## src/rtl/show_cycle_mon.sv

```systemverilog
module show_cycle_mon #(
  parameter int ADDR_W = 32,
  parameter int DATA_W = 32,
  parameter int KIND_W = 3,
  parameter int SIZE_W = 2,
  parameter logic [ADDR_W-1:0] REG_LO  = 32'h00C1_0000,
  parameter logic [ADDR_W-1:0] REG_HI  = 32'h00FF_FFFF,
  parameter logic [ADDR_W-1:0] PORT_LO = 32'h00C0_0000,
  parameter logic [ADDR_W-1:0] PORT_HI = 32'h00C0_FFFF,
  parameter logic [ADDR_W-1:0] EXT_LO  = 32'h8000_0000
) (
  input  logic              clk,
  input  logic              rst_n,
  input  logic              emu_mode,
  input  logic              cfg_we,
  input  logic              cfg_show_en,
  input  logic              ib_valid,
  input  logic              ib_done,
  input  logic [ADDR_W-1:0] ib_addr,
  input  logic              ib_write,
  input  logic [KIND_W-1:0] ib_kind,
  input  logic [SIZE_W-1:0] ib_size,
  input  logic [DATA_W-1:0] ib_wdata,
  input  logic [DATA_W-1:0] ib_rdata,
  output logic [ADDR_W-1:0] ext_addr,
  output logic [KIND_W-1:0] ext_kind,
  output logic [SIZE_W-1:0] ext_size,
  output logic              ext_rd,
  output logic [1:0]        ext_region,
  output logic              ext_oe_n,
  output logic [DATA_W/8-1:0] ext_be_n,
  output logic [DATA_W-1:0] ext_d_o,
  output logic              ext_d_oe
);
  localparam int BE_W = DATA_W / 8;

  logic              shen_q;
  logic              show_on;
  logic              capture;
  logic [ADDR_W-1:0] addr_q;
  logic [KIND_W-1:0] kind_q;
  logic [SIZE_W-1:0] size_q;
  logic              rd_q;
  logic [1:0]        region_dec;

  assign show_on = emu_mode | shen_q;
  assign capture = show_on & ib_valid & ib_done;

  always_ff @(posedge clk or negedge rst_n)
    if (!rst_n)      shen_q <= 1'b0;
    else if (cfg_we) shen_q <= cfg_show_en;

  always_ff @(posedge clk or negedge rst_n)
    if (!rst_n) begin
      addr_q <= '0;
      kind_q <= '0;
      size_q <= '0;
      rd_q   <= 1'b1;
    end else if (ib_valid) begin
      addr_q <= ib_addr;
      kind_q <= ib_kind;
      size_q <= ib_size;
      rd_q   <= ~ib_write;
    end

  always_ff @(posedge clk or negedge rst_n)
    if (!rst_n) begin
      ext_d_oe <= 1'b0;
      ext_d_o  <= '0;
    end else begin
      ext_d_oe <= capture;
      if (capture) ext_d_o <= ib_write ? ib_wdata : ib_rdata;
    end

  assign ext_addr = ib_valid ? ib_addr  : addr_q;
  assign ext_kind = ib_valid ? ib_kind  : kind_q;
  assign ext_size = ib_valid ? ib_size  : size_q;
  assign ext_rd   = ib_valid ? ~ib_write : rd_q;

  always_comb begin
    if (ext_addr >= EXT_LO)                             region_dec = 2'b00;
    else if (ext_addr >= REG_LO && ext_addr <= REG_HI)   region_dec = 2'b11;
    else if (ext_addr >= PORT_LO && ext_addr <= PORT_HI) region_dec = 2'b10;
    else                                                 region_dec = 2'b01;
  end

  assign ext_region = rst_n ? region_dec : 2'b11;
  assign ext_oe_n   = 1'b1;
  assign ext_be_n   = {BE_W{1'b1}};
endmodule


```

## config.mk

```make
export PLATFORM = sky130hd
export DESIGN_NAME = show_cycle_mon
export DESIGN_NICKNAME = d
export VERILOG_FILES = /design/src/rtl/show_cycle_mon.sv
export SDC_FILE = /design/constraint.sdc
export NUM_CORES = 1
export LEC_CHECK = 0
export ABC_CLOCK_PERIOD_IN_PS = 2000
export BUFFER_PORTS_ARGS = -buffer_cell sky130_fd_sc_hd__buf_2
export CORE_MARGIN = 8
export CORE_UTILIZATION = 47
export DETAILED_ROUTE_END_ITERATION = 7
export PLACE_DENSITY = 0.95
export SYNTH_ARGS = -nofsm -noshare
export SYNTH_HDL_FRONTEND = slang
export SYNTH_SLANG_ARGS = --single-unit
```

## constraint.sdc

```tcl
create_clock -name clk -period 2 [get_ports clk]
set_clock_uncertainty 0.1 [all_clocks]
set_input_delay 0.2 -clock clk [delete_from_list [all_inputs] [get_ports clk]]
set_output_delay 0.2 -clock clk [all_outputs]
set_load 0.01 [all_outputs]
```

# After elaboration in Yosys (flattened, before gate mapping)
# Cells that the tools add are included.
totals:
  register_bits: 72
  inputBits: 109
  output_inout_bits: 78
classes:
  n_lt_le_gt_ge: 5
  muxes: 9
  n_bitwise: 4
  n_reduce_logical: 2
ops:
  columns: ["cell", "count"]
  rows:
  - ["$ge A32 B24 Y1 const B", 2]
  - ["$le A32 B24 Y1 const B", 2]
  - ["$mux W32", 2]
  - ["$ge A32 B32 Y1 const B", 1]
  - ["$mux W2", 5]
  - ["$mux W3", 1]
  - ["$and A1 B1 Y1", 2]
  - ["$logic_and A1 B1 Y1", 2]
  - ["$mux W1", 1]
  - ["$not A1 Y1", 1]
  - ["$or A1 B1 Y1", 1]

# Longest topological paths before layout
depth:
  depth_word: 7
  depth_mapped: 6

# Worst setup path after synthesis
# Ideal clock, no wire load.
synth_path:
  kind: "input to output"
  from: "input ib_valid"
  to: "output ext_region[0]"
  arrival_ns: 1.063
  required_time_ns: 1.700
  path_slack_ns: 0.637
  path_stages: 4
  n_path_buf: 1
  path_cell_list: "buf_6 > mux2_4 > nor4_2 > a32oi_1"
synth_via:
  elab_chain_len: 7
synth_rtl:
  columns: ["item", "line_no", "source"]
  rows:
  - ["from (decl)", "17", "input logic ib_valid,"]
  - ["$mux W32 (*)", "75", "assign ext_addr = ib_valid ? ib_addr : addr_q;"]
  - ["via ext_addr[17]", "25", "output logic [ADDR_W-1:0] ext_addr,"]
  - ["$ge A32 B24 Y1 or $le A32 B24 Y1 (tied branches)", "83", "else if (ext_addr >= PORT_LO && ext_addr <= PORT_HI) region_dec = 2'b10;"]
  - ["$logic_and A1 B1 Y1", "83", null]
  - ["$mux W2", "83", null]
  - ["$mux W2", "82", "else if (ext_addr >= REG_LO && ext_addr <= REG_HI) region_dec = 2'b11;"]
  - ["$mux W2 (*)", "81", "if (ext_addr >= EXT_LO) region_dec = 2'b00;"]
  - ["$mux W2 (*)", "87", "assign ext_region = rst_n ? region_dec : 2'b11;"]
  - ["to (decl)", "29", "output logic [1:0] ext_region,"]
# Mark *: on every way through the listed nets, which the timed path passes. The rest lies on a longest branch.

# Final worst setup path
layout_path:
  from: "register addr_q[17]"
  to: "output ext_region[0]"
layout_via:
  elab_chain_len: 7
layout_rtl:
  columns: ["item", "line_no", "source"]
  rows:
  - ["from (decl)", "40", "logic [ADDR_W-1:0] addr_q;"]
  - ["from (signal assigned)", "60", "addr_q <= ib_addr;"]
  - ["$mux W32 (*)", "75", null]
  - ["$ge A32 B24 Y1 or $le A32 B24 Y1 (tied branches)", "83", null]
  - ["$logic_and A1 B1 Y1", "83", null]
  - ["$mux W2", "83", null]
  - ["$mux W2", "82", null]
  - ["$mux W2 (*)", "81", null]
  - ["$mux W2 (*)", "87", null]
# Mark *: on every way between the ends. The rest lies on a longest branch, timed or not.

==> summary.md <==
| Metric | Value |
|---|---|
| Source of the worst hold timing path | `ib_kind[2]` |
| TritonCTS clock tree | `built` |
| Synth Area in Simple Gates | `0.06924` |
| Tmin final | `1825 ps` |
| Layout area overhead | `40.74%` |
| Worst slack at placement | `212.6 ps` |
| Die Wd | `97.32 µm` |
| Detailed-route wire length per cell | `17.26 µm` |
| Number of maximum-capacitance violations | `0` |
| Setup repair after global routing missed its margin | `no` |
| Arrival @ worst endpoint | `1530 ps` |
| Hold crit path type | `primary input to flop` |
| Vertical die dimension | `97.32 µm` |
| Largest net degree at the start of global routing | `71` |
| Number of remaining DRC errors | `0` |
| Part of the Yosys area used for sequential elements | `0.5801` |
| Clock latency at the later pin of the worst-skew pair | `330 ps` |
| GR Layer Usage met3 | `0.06401` |
| Die Footprint | `0.009471 mm²` |
| Post-synth EDFFs | `0` |
| Area used by sequential logic in the layout | `0.001803 mm²` |
| Initial antenna violation count | `0` |
| Count of input and output buffers | `181` |
| Main combinational cell family by area after synthesis | `multiplexers` |
| Number of global-route vias before repair | `2896` |
| Peak Freq | `547.8 MHz` |
| Max-Slew Margin vs Limit | `0.4174` |
| Fraction of met1 tracks used by global routing | `0.1999` |
| Count of nets after finishing | `547` |
| Number of storage elements in the synthesis netlist | `72` |
| Number of vias per cell | `4.956` |
| Total number of yosys warnings | `0` |
| Multiplexer share of the synthesized area | `0.2464` |
| Final weighted congestion in routability-driven placement | `0.8359` |
| Worst setup path class | `flop to output pin` |
| Final worst path period share | `0.9127` |
| Reg-to-reg startpoint | `shen_q` |
| Core ar. | `0.006386 mm²` |
| Register-to-register setup slack | `670 ps` |
| Max Fanout on Critical Path | `3` |
| Final TNS setup | `0 ps` |
| Required time reported for the critical path endpoint | `1700 ps` |
| Gr usage total | `0.1822` |
| Half-perimeter wire length after placement | `6875 µm` |
| Fillers | `444` |
| Cell area after synthesis | `0.003108 mm²` |
| Number of iterations in the first detailed-routing pass | `4` |
| Dominant synthesized flop cell | `dfrtp_1` |
| Post-synthesis xor/xnor area fraction | `0` |
| Share of layout cells above drive strength 1 | `0.5485` |
| Worst setup EP type | `output pin` |
| Max-slew violation total from the final report | `0` |
| Areal power density over the cells | `849.1 mW/mm²` |
| Final WL | `8977 µm` |
| Total grt overflow | `0` |
| Number of non-filler instances in the completed layout | `520` |
| Worst r2r path cells | `3` |
| Endpoint of the worst hold path | `kind_q[2]` |
| Clock-pin slew on the worst setup and hold paths | `80 ps` |
| Wire length of the first global-routing pass | `14100 µm` |
| Adder-cell share of the synthesized area | `0` |
| Antenna diode count | `0` |
| Detailed-route via count | `2577` |
| Row cnt | `29` |
| Max Root-Sink Buffers | `2` |
| Hold WS | `14.60 ps` |
| Total setup buffers inserted after CTS | `0` |
| CTS Sinks | `72` |
| Ports placed on the boundary | `187` |
| Leak | `2.310 nW` |
| Async set or reset register ratio after synthesis | `1.000` |
| Number of routed nets with antenna violations | `0` |
| Status | `completed` |
| Cells after DPL | `493` |
| Multi-input logic area | `0.001187 mm²` |
| Setup-violating endpoint count in the final report | `0` |
| Average instance area after synthesis | `12.53 µm²` |
| Worst reg2reg endpoint | `ext_d_o[16]` |
| Fraction of the mapped netlist area in compound gates | `0.05837` |
| Worst IR Drop VDD | `0.6023 mV` |
| Mapped Cells | `248` |
| Hold Path Stages | `2` |
| Transition at the pin with the smallest max-transition slack | `873.9 ps` |
| Global route hottest layer | `met2` |
| Number of distinct library cells after synthesis | `24` |
| Clock buffer count from CTS | `9` |
| Starting utilization of the core area | `0.4867` |
| Met2 usage in global routing | `0.3177` |
| Sort of element at the start of the critical path | `flop` |
| Final Worst Setup Slack | `174.7 ps` |
| Clock tree root driver cell | `clkbuf_8` |
| Total count of hold-check failures in the final report | `0` |
| Number of DRC violations after detailed-routing iteration 0 | `42` |
| H-tree depth | `3` |
-- cells by family (layout without fill, tap and decap cells) --
logic type      count (synthesis)  in the layout
other cells                     1              5
compound gates                 35             35
buf+inv                        23            214
simple gates                   46             46
flops                          72             72
mux                            71             71
-- placed cells by master, fill, tap and decap left out --
cell type and instances:
nor4_2 2, a21oi_1 1, mux2i_1 33, a32oi_1 1
dlygate4sd3_1 11, o21ai_0 32, buf_12 2, nor2_1 3
nand3_1 1, clkinvlp_4 2, buf_2 180, nor4b_1 2
mux2_2 36, nor4b_2 1, nor3_1 1, clkbuf_8 11
o211ai_1 1, buf_4 3, dfstp_2 1, inv_1 2
conb_1 5, clkinv_2 2, nand4_1 2, bufinv_16 1
nand2_1 33, mux2_4 2, dfrtp_1 71, nor2b_1 1
-- cells in the mapped netlist (2+ instances only) --
cell type,n,area [µm²]
inv_1,2,7.510
nand4_1,2,12.51
dfrtp_1,71,1777
mux2_2,36,405.4
buf_6,2,22.52
nor2_1,3,11.26
buf_4,6,45.04
nand2_1,33,123.9
mux2_4,2,30.03
nor4b_1,3,26.28
nor4_2,2,25.02
mux2i_1,33,330.3
o21ai_0,32,160.2
buf_2,11,55.05
-- routing by layer --
| metal | share of wire | wire length (µm) | vias up |
|---|---|---|---|
| met2 | 0.50 | 4467 | 132 |
| met1 | 0.41 | 3668 | 1207 |
| met4 | 0.011 | 101 | 0 |
| met5 | 0 | 0 | - |
| met3 | 0.082 | 739 | 8 |
| li1 | - | - | 1230 |
-- critical path: stages, from the launching register on --
cell and delay [ps]:
dfrtp_1 370, mux2_4 290, nor4_2 260, a32oi_1 120, buf_2 160
-- per-stage QoR --
stage                       util  total power, W  area, µm²
after floorplan                -        0.002154       3123
after CTS                 0.6840        0.003754       4368
after detailed placement  0.6344        0.002570       4051
after global placement    0.6344        0.002528       4051
after global routing      0.6850        0.003904       4374
final                     0.6850        0.003714       4374
-- timing repair --
action,4_1_cts,5_1_grt
hold endpoints to repair,12,0
resized for setup,0,1
hold buffers,11,0
endpoints found under the setup margin,0,1
-- sequential cells by signal (all words and copies together) (netlist names) --
name	count
addr_q	32
ext_d_o	32
kind_q	3
size_q	2
ext_d_oe	1
rd_q	1
shen_q	1
-- final cells by class --
| type | instances | area share |
|---|---|---|
| Inverter | 2 | 0.001716 |
| Timing Repair Buffer | 196 | 0.2454 |
| Sequential cell | 72 | 0.4122 |
| Tap cell | 77 | 0.02203 |
| Multi-Input combinational cell | 157 | 0.2715 |
| Clock inverter | 5 | 0.01259 |
| Clock buffer | 11 | 0.03461 |
-- power breakdown --
part	switching [W]	internal, W	leakage [nW]	total (W)
Sequential	0.0000910	0.00165	0.866	0.00174
Combinational	0.000426	0.000381	1.34	0.000806
Clock	0.000525	0.000640	0.101	0.00116
-- worst max-delay path by stage --
stage	start	to	slack [ps]
6_report	addr_q[17]	ext_region[0]	170
3_5_place_dp	ib_valid	ext_addr[24]	210
2_1_floorplan	ib_valid	ext_region[0]	640
5_1_grt	addr_q[17]	ext_region[0]	60
3_3_place_gp	ib_valid	ext_addr[1]	250
4_1_cts	addr_q[27]	ext_region[0]	30
Note: power is estimated with default switching activity, not from simulation.
